`src/rtl/erd_pkg.sv`:
```
package erd_pkg;
  typedef enum logic [1:0] {
    OUT_THREAD  = 2'b00,
    OUT_STACKED = 2'b01,
    OUT_CHAIN   = 2'b10
  } outcome_e;

  typedef enum logic [1:0] {
    S_IDLE,
    S_DECIDE,
    S_POP
  } state_e;
endpackage

```
`src/rtl/erd_pick.sv`:
```
module erd_pick #(
  parameter int NUM_EXC = 16,
  parameter int PRIO_W  = 3,
  localparam int NUM_W  = $clog2(NUM_EXC)
) (
  input  logic                      clk,
  input  logic                      rst_n,
  input  logic [NUM_EXC-1:0]        pend_i,
  input  logic [NUM_EXC*PRIO_W-1:0] prio_i,
  output logic                      valid_o,
  output logic [NUM_W-1:0]          num_o,
  output logic [PRIO_W-1:0]         prio_o
);
  // descending scan with <= lets the lower number win a tie
  always_comb begin
    valid_o = 1'b0;
    num_o   = '0;
    prio_o  = '1;
    for (int i = NUM_EXC - 1; i >= 0; i--) begin
      if (pend_i[i] && (!valid_o || prio_i[i*PRIO_W +: PRIO_W] <= prio_o)) begin
        valid_o = 1'b1;
        num_o   = NUM_W'(i);
        prio_o  = prio_i[i*PRIO_W +: PRIO_W];
      end
    end
  end

  a_r2_pick_is_pending: assert property (@(posedge clk) disable iff (!rst_n)
    valid_o |-> pend_i[num_o]);
endmodule

```
`src/rtl/erd_stack.sv`:
```
module erd_stack #(
  parameter int DEPTH  = 8,
  parameter int PRIO_W = 3,
  parameter int NUM_W  = 4,
  localparam int CW    = $clog2(DEPTH + 1),
  localparam int IW    = (DEPTH > 1) ? $clog2(DEPTH) : 1
) (
  input  logic              clk,
  input  logic              rst_n,
  input  logic              push_i,
  input  logic [PRIO_W-1:0] push_prio_i,
  input  logic [NUM_W-1:0]  push_num_i,
  input  logic              pop_i,
  output logic              empty_o,
  output logic [PRIO_W-1:0] top_prio_o,
  output logic [NUM_W-1:0]  top_num_o,
  output logic              ovf_o
);
  logic [PRIO_W-1:0] prio_q [DEPTH];
  logic [NUM_W-1:0]  num_q  [DEPTH];
  logic [CW-1:0]     cnt_q;
  logic [IW-1:0]     top_idx;

  assign empty_o    = (cnt_q == '0);
  assign top_idx    = IW'(cnt_q - 1'b1);
  assign top_prio_o = empty_o ? '1 : prio_q[top_idx];
  assign top_num_o  = empty_o ? '0 : num_q[top_idx];

  always_ff @(posedge clk) begin
    if (!rst_n) begin
      cnt_q <= '0;
      ovf_o <= 1'b0;
    end else if (push_i) begin
      if (cnt_q == CW'(DEPTH)) begin
        ovf_o <= 1'b1;
      end else begin
        prio_q[IW'(cnt_q)] <= push_prio_i;
        num_q[IW'(cnt_q)]  <= push_num_i;
        cnt_q              <= cnt_q + 1'b1;
      end
    end else if (pop_i && !empty_o) begin
      cnt_q <= cnt_q - 1'b1;
    end
  end

  a_r10_ovf_sticky: assert property (@(posedge clk) disable iff (!rst_n)
    ovf_o |=> ovf_o);
  a_r10_count_bound: assert property (@(posedge clk) disable iff (!rst_n)
    cnt_q <= CW'(DEPTH));
endmodule

```
`src/rtl/erd_popseq.sv`:
```
module erd_popseq #(
  parameter int AW   = 32,
  parameter int NREG = 8,
  localparam int CW  = $clog2(NREG)
) (
  input  logic          clk,
  input  logic          rst_n,
  input  logic          start_i,
  input  logic [AW-1:0] base_i,
  input  logic          abort_i,
  input  logic          rd_ready_i,
  output logic          rd_valid_o,
  output logic [AW-1:0] rd_addr_o,
  output logic          done_o,
  output logic [AW-1:0] sp_new_o
);
  logic          busy_q;
  logic [CW-1:0] cnt_q;
  logic [AW-1:0] base_q;
  logic          last;

  assign last       = (cnt_q == CW'(NREG - 1));
  assign rd_valid_o = busy_q && !abort_i;
  assign rd_addr_o  = base_q + (AW'(cnt_q) << 2);
  assign done_o     = rd_valid_o && rd_ready_i && last;
  assign sp_new_o   = base_q + AW'(NREG * 4);

  always_ff @(posedge clk) begin
    if (!rst_n) begin
      busy_q <= 1'b0;
      cnt_q  <= '0;
      base_q <= '0;
    end else if (!busy_q) begin
      if (start_i) begin
        busy_q <= 1'b1;
        cnt_q  <= '0;
        base_q <= base_i;
      end
    end else if (abort_i) begin
      busy_q <= 1'b0;
    end else if (rd_ready_i) begin
      cnt_q <= cnt_q + 1'b1;
      if (last) busy_q <= 1'b0;
    end
  end

  a_r7_req_held: assert property (@(posedge clk) disable iff (!rst_n)
    (rd_valid_o && !rd_ready_i) |=> $stable(rd_addr_o));
  a_r8_done_on_accept: assert property (@(posedge clk) disable iff (!rst_n)
    done_o |-> (rd_valid_o && rd_ready_i));
  a_r9_abort_no_req: assert property (@(posedge clk) disable iff (!rst_n)
    abort_i |-> !rd_valid_o);
endmodule

```
`src/rtl/erd_ctrl.sv`:
```
module erd_ctrl #(
  parameter int NUM_EXC = 16,
  parameter int PRIO_W  = 3,
  parameter int DEPTH   = 8,
  parameter int AW      = 32,
  parameter int NREG    = 8,
  localparam int NUM_W  = $clog2(NUM_EXC)
) (
  input  logic                      clk,
  input  logic                      rst_n,
  input  logic [NUM_EXC*PRIO_W-1:0] exc_prio_i,
  input  logic [NUM_EXC-1:0]        pend_set_i,
  input  logic                      exc_ret_i,
  input  logic [AW-1:0]             sp_i,
  input  logic                      rd_ready_i,
  output logic                      enter_o,
  output logic [NUM_W-1:0]          enter_num_o,
  output logic                      rd_valid_o,
  output logic [AW-1:0]             rd_addr_o,
  output logic                      done_o,
  output logic [AW-1:0]             sp_new_o,
  output logic                      outc_valid_o,
  output logic [1:0]                outc_code_o,
  output logic [NUM_W-1:0]          outc_num_o,
  output logic                      ovf_o
);
  import erd_pkg::*;

  state_e             state_q;
  logic [NUM_EXC-1:0] pend_q;
  logic [AW-1:0]      sp_q;
  logic               pick_v;
  logic [NUM_W-1:0]   pick_num;
  logic [PRIO_W-1:0]  pick_prio;
  logic               stk_empty;
  logic [PRIO_W-1:0]  top_prio;
  logic [NUM_W-1:0]   top_num;
  logic               win;
  logic               take;
  logic               ret_now;
  logic [NUM_EXC-1:0] clr;
  outcome_e           code;

  erd_pick #(.NUM_EXC(NUM_EXC), .PRIO_W(PRIO_W)) u_pick (
    .clk(clk), .rst_n(rst_n), .pend_i(pend_q), .prio_i(exc_prio_i),
    .valid_o(pick_v), .num_o(pick_num), .prio_o(pick_prio)
  );

  erd_stack #(.DEPTH(DEPTH), .PRIO_W(PRIO_W), .NUM_W(NUM_W)) u_stack (
    .clk(clk), .rst_n(rst_n), .push_i(take), .push_prio_i(pick_prio),
    .push_num_i(pick_num), .pop_i(ret_now), .empty_o(stk_empty),
    .top_prio_o(top_prio), .top_num_o(top_num), .ovf_o(ovf_o)
  );

  erd_popseq #(.AW(AW), .NREG(NREG)) u_pop (
    .clk(clk), .rst_n(rst_n), .start_i(state_q == S_DECIDE && !win),
    .base_i(sp_q), .abort_i(state_q == S_POP && win),
    .rd_ready_i(rd_ready_i), .rd_valid_o(rd_valid_o), .rd_addr_o(rd_addr_o),
    .done_o(done_o), .sp_new_o(sp_new_o)
  );

  // one comparison serves preemption, tail-chain and abort
  assign win     = pick_v && (stk_empty || pick_prio < top_prio);
  assign ret_now = (state_q == S_IDLE) && exc_ret_i;
  assign take    = win && !ret_now;
  assign clr     = take ? (NUM_EXC'(1) << pick_num) : '0;

  assign enter_o     = take && (state_q == S_IDLE);
  assign enter_num_o = pick_num;

  always_comb begin
    if (take) code = OUT_CHAIN;
    else if (stk_empty) code = OUT_THREAD;
    else code = OUT_STACKED;
  end

  assign outc_valid_o = (take && state_q != S_IDLE) || done_o;
  assign outc_code_o  = code;
  assign outc_num_o   = take ? pick_num : top_num;

  always_ff @(posedge clk) begin
    if (!rst_n) begin
      state_q <= S_IDLE;
      pend_q  <= '0;
      sp_q    <= '0;
    end else begin
      pend_q <= (pend_q & ~clr) | pend_set_i;
      case (state_q)
        S_IDLE: if (ret_now) begin
          state_q <= S_DECIDE;
          sp_q    <= sp_i;
        end
        S_DECIDE: state_q <= win ? S_IDLE : S_POP;
        S_POP:    if (win || done_o) state_q <= S_IDLE;
        default:  state_q <= S_IDLE;
      endcase
    end
  end

  a_r4_chain_no_read: assert property (@(posedge clk) disable iff (!rst_n)
    (outc_valid_o && outc_code_o == 2'b10) |-> !rd_valid_o);
  a_r5_code_legal: assert property (@(posedge clk) disable iff (!rst_n)
    outc_valid_o |-> (outc_code_o != 2'b11));
  a_r3_enter_clears: assert property (@(posedge clk) disable iff (!rst_n)
    (enter_o && !pend_set_i[enter_num_o]) |=> !pend_q[$past(enter_num_o)]);
  a_r3_enter_not_outcome: assert property (@(posedge clk) disable iff (!rst_n)
    enter_o |-> !outc_valid_o);
endmodule

```
`config.mk`:
```
export PLATFORM = sky130hd
export DESIGN_NAME = erd_ctrl
export DESIGN_NICKNAME = d
export VERILOG_FILES = /design/src/rtl/erd_pkg.sv /design/src/rtl/erd_pick.sv /design/src/rtl/erd_stack.sv /design/src/rtl/erd_popseq.sv /design/src/rtl/erd_ctrl.sv
export SDC_FILE = /design/constraint.sdc
export NUM_CORES = 1
export LEC_CHECK = 0
export BUFFER_PORTS_ARGS = -buffer_cell sky130_fd_sc_hd__buf_2
export CAP_MARGIN = 20
export CELL_PAD_IN_SITES_DETAIL_PLACEMENT = 1
export CELL_PAD_IN_SITES_GLOBAL_PLACEMENT = 1
export CORE_MARGIN = 5
export CORE_UTILIZATION = 38
export CTS_BUF_LIST = sky130_fd_sc_hd__clkbuf_8 sky130_fd_sc_hd__clkbuf_16
export DETAILED_ROUTE_END_ITERATION = 8
export PLACE_DENSITY_LB_ADDON = 0.1
export SLEW_MARGIN = 0
export SYNTH_ARGS = -nofsm -noshare
export SYNTH_HDL_FRONTEND = slang
export SYNTH_SLANG_ARGS = --single-unit
export TNS_END_PERCENT = 50
```
`constraint.sdc`:
```
create_clock -name clk -period 28.6 [get_ports clk]
set_clock_uncertainty 0.1 [all_clocks]
set_input_delay 2.86 -clock clk [delete_from_list [all_inputs] [get_ports clk]]
set_output_delay 2.86 -clock clk [all_outputs]
set_load 0.01 [all_outputs]
```
# Word level (Yosys, flattened, before mapping)

Memories as Yosys holds them, arrays and structs flattened.
Index checks and enable logic that the tools add are counted.

Bits in registers: 91
RAM bits: 56
Input bits: 100
Word-level logic and storage cells: 193
Memories kept: 2

Memories:

| name           | words | width | read ports | clocked after memory_dff | wr ports | RTL line        | text |
|---|---|---|---|---|---|---|---|
| u_stack.num_q  | 8     | 4     | 1          | 0                        | 1        | erd_stack.sv:20 | `logic [NUM_W-1:0] num_q [DEPTH];` |
| u_stack.prio_q | 8     | 3     | 1          | 0                        | 1        | erd_stack.sv:19 | `logic [PRIO_W-1:0] prio_q [DEPTH];` |

$add $sub $neg: 5
$lt $le $gt $ge: 16
Equal/unequal tests: 9
Shift operators: 1
Multiplexer cells: 74
Bitwise gates (word level): 4
Reductions and logical operators: 74

Operators with widths:

| operator                                          | number |
|---|---|
| two-way mux 4 bit                                 | 21 |
| two-way mux 3 bit                                 | 21 |
| less-or-equal comparator 3 bit                    | 15 |
| adder 32 x 5 -> 32 bit                            | 1 |
| adder 32 x 6 -> 32 bit (second input constant)    | 1 |
| logical AND 1 bit                                 | 26 |
| two-way mux 1 bit                                 | 26 |
| zero test 1 bit                                   | 19 |
| logical OR 1 bit                                  | 18 |
| AND 16 bit                                        | 1 |
| two-way mux 16 bit                                | 1 |
| inverter 16 bit                                   | 1 |
| OR 16 bit                                         | 1 |
| << shifter 1 x 4 -> 16 bit (first input constant) | 1 |
| AND reduction 2 bit                               | 5 |
| two-way mux 2 bit                                 | 4 |
| inequality test 2 bit (second input constant)     | 4 |
| case mux 2 bit (3 select lines)                   | 1 |
| nonzero test 2 bit                                | 3 |
| adder 4 x 1 -> 4 bit (second input constant)      | 1 |
| == test 4 bit (second input constant)             | 1 |
| zero test 4 bit                                   | 1 |
| subtractor 4 x 1 -> 4 bit (second input constant) | 1 |
| adder 3 x 1 -> 3 bit (second input constant)      | 1 |
| 8 further kinds                                   | 8 |

# Longest topological paths before layout

Depth in word-level cells: 72
Gate-level depth with buffers: 124

# Hierarchy

From an unflattened synthesis, not the netlist that was laid out.

Cells, all modules: 1,053
Area total of the unflattened synthesis: 9,575.4 sq um

Modules (own cells, without submodules):

| module     | instances | cells each | area an instance (sq um) |
|---|---|---|---|
| erd_popseq | 1         | 334        | 2,620.0 |
| erd_stack  | 1         | 151        | 2,571.2 |
| erd_pick   | 1         | 324        | 2,314.7 |
| erd_ctrl   | 1         | 244        | 2,069.5 |

# Worst setup path before layout

No wires, ideal clock.

Kind: input to output
Start: input port exc_prio_i[47]
End: output port outc_num_o[3]
Data arrival time: 24.810 ns
Slack: 0.830 ns
Stages on the path: 119
Path through: nor2b_1 -> ha_1 -> and3b_1 -> o211ai_1 -> a21oi_1 -> or2_2 -> ha_1 -> nand3_1 -> o221ai_1 -> o21a_1 -> o31ai_1 -> inv_1 -> ha_1 -> and3b_1 -> a211oi_1 -> o21ai_0 -> clkbuf_1 -> nand3_1 -> [... 83 more ...] -> o21ai_0 -> clkbuf_1 -> nor2_1 -> a21oi_1 -> ha_1 -> a21oi_1 -> o31ai_1 -> nor2_1 -> nand3_1 -> a311oi_2 -> o21ai_2 -> and2_4 -> or2_1 -> buf_6 -> clkinv_4 -> and2_1 -> buf_6 -> a21o_1

Longest elaborated chain between the ends: 66
Elaborated cells between the ends (all ways): 110

Ends and longest elaborated chain:

| element                                                           | RTL line       | text |
|---|---|---|
| start: declaration                                                | erd_ctrl.sv:11 | `input logic [NUM_EXC*PRIO_W-1:0] exc_prio_i,` |
| two-way mux 3 bit (*)                                             | erd_pick.sv:20 | `if (pend_i[i] && (!valid_o \|\| prio_i[i*PRIO_W +: PRIO_W] <= prio_o)) begin` |
| less-or-equal comparator 3 bit                                    | erd_pick.sv:20 |  |
| logical OR 1 bit                                                  | erd_pick.sv:20 |  |
| logical AND 1 bit                                                 | erd_pick.sv:20 |  |
| two-way mux 3 bit or two-way mux 1 bit (tied branches)            | erd_pick.sv:20 |  |
| less-or-equal comparator 3 bit or zero test 1 bit (tied branches) | erd_pick.sv:20 |  |
| logical OR 1 bit                                                  | erd_pick.sv:20 |  |
| logical AND 1 bit                                                 | erd_pick.sv:20 |  |
| [... 51 more ...]                                                 | --             |  |
| logical AND 1 bit                                                 | erd_pick.sv:20 |  |
| two-way mux 3 bit (*)                                             | erd_pick.sv:20 |  |
| via pick_prio[2]                                                  | erd_ctrl.sv:34 | `logic [PRIO_W-1:0] pick_prio;` |
| less-than comparator 3 bit (*)                                    | erd_ctrl.sv:63 | `assign win = pick_v && (stk_empty \|\| pick_prio < top_prio);` |
| logical OR 1 bit (*)                                              | erd_ctrl.sv:63 |  |
| logical AND 1 bit (*)                                             | erd_ctrl.sv:63 |  |
| logical AND 1 bit (*)                                             | erd_ctrl.sv:65 | `assign take = win && !ret_now;` |
| two-way mux 4 bit (*)                                             | erd_ctrl.sv:79 | `assign outc_num_o = take ? pick_num : top_num;` |
| end: declaration                                                  | erd_ctrl.sv:24 | `output logic [NUM_W-1:0] outc_num_o,` |

The timed path passes the listed nets; every way through them passes the cells marked *.

# Final worst setup path

Same ends and word-level chain as after synthesis.

==> metrics.yaml <==
status:
  status: "finished clean"
sta:
  min_period_ns: 27.04
  finalHoldViolCount: 0
  slew_headroom: 0.3749
  setup_violations: 0
  finalCritPeriodShare: 0.9453
  fmax_mhz: 36.99
  worstMarginPinSlew_ns: 0.9345
  slew_viol_final: 0
cells_and_area:
  final_nets: 1416
  final_area_sq_mm: 0.01138
  syn_to_final_growth_pct: 24.18
  utilization: 0.4820
  final_layout_size_suffix_gt1_frac: 0.2632
grt:
  grt_overflow: 0
  grt_max_degree: 69
  grt_pass1_vias: 8548
  grtUsageTotal: 0.2094
  grt_pass1_wl_mm: 45.30
  antenna_found_initial: 3
routing:
  ant_nets: 0
  routed_wl_mm: 28.95
  first_pass_iters: 6
  wl_per_cell_um: 18.15
  vias_per_cell: 5.317
  vias: 8481
  remaining_drc_errors: 0
  drt_iter0_drc: 348
synth:
  yosys_warnings: 0
  synth-main-ff-cell: "dfxtp_1"
  mappedNetlistNets: 1220
  syn_area_per_cell_sq_um: 8.614
  synth_top_cell_area_share: 0.1988
  yosysSeqAreaShare: 0.3823
  yosysTopAreaCell: "dfxtp_1"
  synth_common_cells: "163 x nand2_1, 91 x dfxtp_1, 86 x o21ai_0, 68 x nor2_1, 67 x nand3_1"
  synth_edf_count: 56
  yosysUniqueCellTypes: 73
  ys_seq_elements: 147
  synth.most_common_cell: "nand2_1"
  syn_area_sq_mm: 0.009165
  synthCells: 1064
  async_reset_ff_frac: 0
  synth_area_leaders: "dfxtp_1 20%, edfxtp_1 18%, ha_1 7.5%"
place:
  dp_hpwl_mm: 21.85
  place_area_sq_mm: 0.01042
  port_buffers: 178
  gp_congestion: 0.8782
cts:
  cts_tree: "built"
  clockBufferDepth: 2
  cts.sinks: 147
  cts-buffers-inserted: 17
  clock_latency_ns: 0.42
  htreeDepth: 4
  path_clk_slew_ns: 0.06
  cts-root-buf: "clkbuf_16"
power_and_ir_drop:
  leakage_nw: 5.044
  peakVddDrop_mv: 0.04897
  powerDensity_mw_per_mm2: 113.2
  finalPower_mw: 1.289
setup_path:
  crit_path_start: "exc_prio_i[47]"
  cpMostUsedCell: "ha_1"
  max_stage_delay_ns: 0.50
  start_kind: "input port"
  required_ns: 25.64
  crit_fanout: 11
  cp_slowest_cell: "or3b_2"
  r2r-start: "pend_q[15]"
  cp.arrival_ns: 24.08
  worstSetupEndpointType: "output pin"
  crit_type: "input port to output pin"
floorplan:
  rows: 56
  die_h_um: 165.3
  num_io_pins: 179
  core_area_sq_mm: 0.02361
  dieArea_sq_mm: 0.02732
  initial_core_util: 0.3881
  chipWidth_um: 165.3
flow_run:
  drv_cap: 0
worst_hold_path:
  hold_path_class: "register to register"
  hold_start: "sp_q[0]"
[area by class of cell]
| cell class | count | area, sq um |
|---|---|---|
| Inverter | 59 | 226.5 |
| Tap cell | 319 | 399.1 |
| Sequential cell | 147 | 3503 |
| Timing Repair Buffer | 242 | 1388 |
| Multi-Input combinational cell | 793 | 5250 |
| Clock inverter | 15 | 181.4 |
| Fill cell | 2891 | 12230 |
| Clock buffer | 17 | 425.4 |
| Antenna cell | 3 | 7.507 |
[placed cells by master (no fill, tap or decap), drive strengths merged, types with 5 or more instances in the layout]
master	count
buf	241
nand2	163
o21ai	92
dfxtp	91
nor2	69
nand3	67
inv	65
a21oi	58
edfxtp	56
ha	55
xnor2	29
xor2	25
a31oi	20
nor3	19
clkbuf	17
mux2i	15
mux4	14
nor2b	13
o31ai	12
nor4	10
nand4	10
o21a	10
o211ai	9
and2	9
and3	8
a211oi	8
a21o	7
or2	5
o22ai	5
[worst max-delay path: cells and delay by family]
| kind | cells | cell delay (ns) |
|---|---|---|
| AOI/OAI and AO/OA | 51 | 8.70 |
| and+or+nand+nor | 33 | 4.88 |
| adders and majority gates | 16 | 4.46 |
| buffers and inverters | 17 | 2.10 |
| muxes | 4 | 1.07 |
[repair_timing]
item                       4_1_cts  5_1_grt
setup buffers                    2       25
gates cloned                     0        1
pin swaps                        1        8
gates resized for setup          7       33
hold buffers                     0        0
setup endpoints to repair       10       12
[registers in the layout, summed over array words and instances, names as in the netlist]
register and count:
u_stack.cnt_q 4, u_stack.num_q 32, state_q 2, u_pop.base_q 32
sp_q 32, u_pop.busy_q 1, u_stack.ovf_o 1, u_stack.prio_q 24
pend_q 16, u_pop.cnt_q 3
[worst paths after layout]
| path | end | slack, ns | depth (start not counted) |
|---|---|---|---|
| setup / recovery | outc_num_o[3] | 1.56 | 121 |
| hold / removal | sp_q[0] | 0.35 | 2 |
| setup reg to reg | u_stack.prio_q[0][2] | 6.38 | 118 |
| hold reg to reg | sp_q[0] | 0.35 | 2 |
[routing by layer]
metal,GRT usage,routed length (um),up-vias
met5,0,7,-
met1,0.2912,13840,4112
met2,0.3383,13710,141
met3,0.03475,1025,31
li1,-,-,4195
met4,0.05699,368,2
[stage by stage]
stage	hold WS (ns)	instances	worst slack (ns)	TNS (ns)
after floorplan	0.3362	1064	0.8300	0
after global placement	0.3420	1531	0.1351	0
after detailed placement	0.3487	1532	-0.8697	-4.036
after CTS	0.3581	1566	0.01842	0
after global routing	0.3763	1594	-0.2514	-0.7849
final	0.3543	1595	1.563	0
[cell families (layout without fill, tap and decap cells)]
logic type | after synthesis | in the layout | share of synthesized area
xor gates and xnor gates | 54 | 54 | 0.05160
muxes | 32 | 32 | 0.05447
adders and majority gates | 56 | 56 | 0.07727
buffers and inverters | 124 | 333 | 0.05952
and+or+nand+nor | 397 | 397 | 0.2010
DFF | 147 | 147 | 0.3823
AOI/OAI and AO/OA | 254 | 254 | 0.1739
other | 0 | 3 | 0
[report_power, final]
group          switching, mW  internal [mW]  leakage, nW
Sequential            0.0222          0.288         1.25
Clock                 0.0936          0.138        0.299
Combinational          0.441          0.305         3.49
No activity file was read; power rests on OpenSTA's default activity.
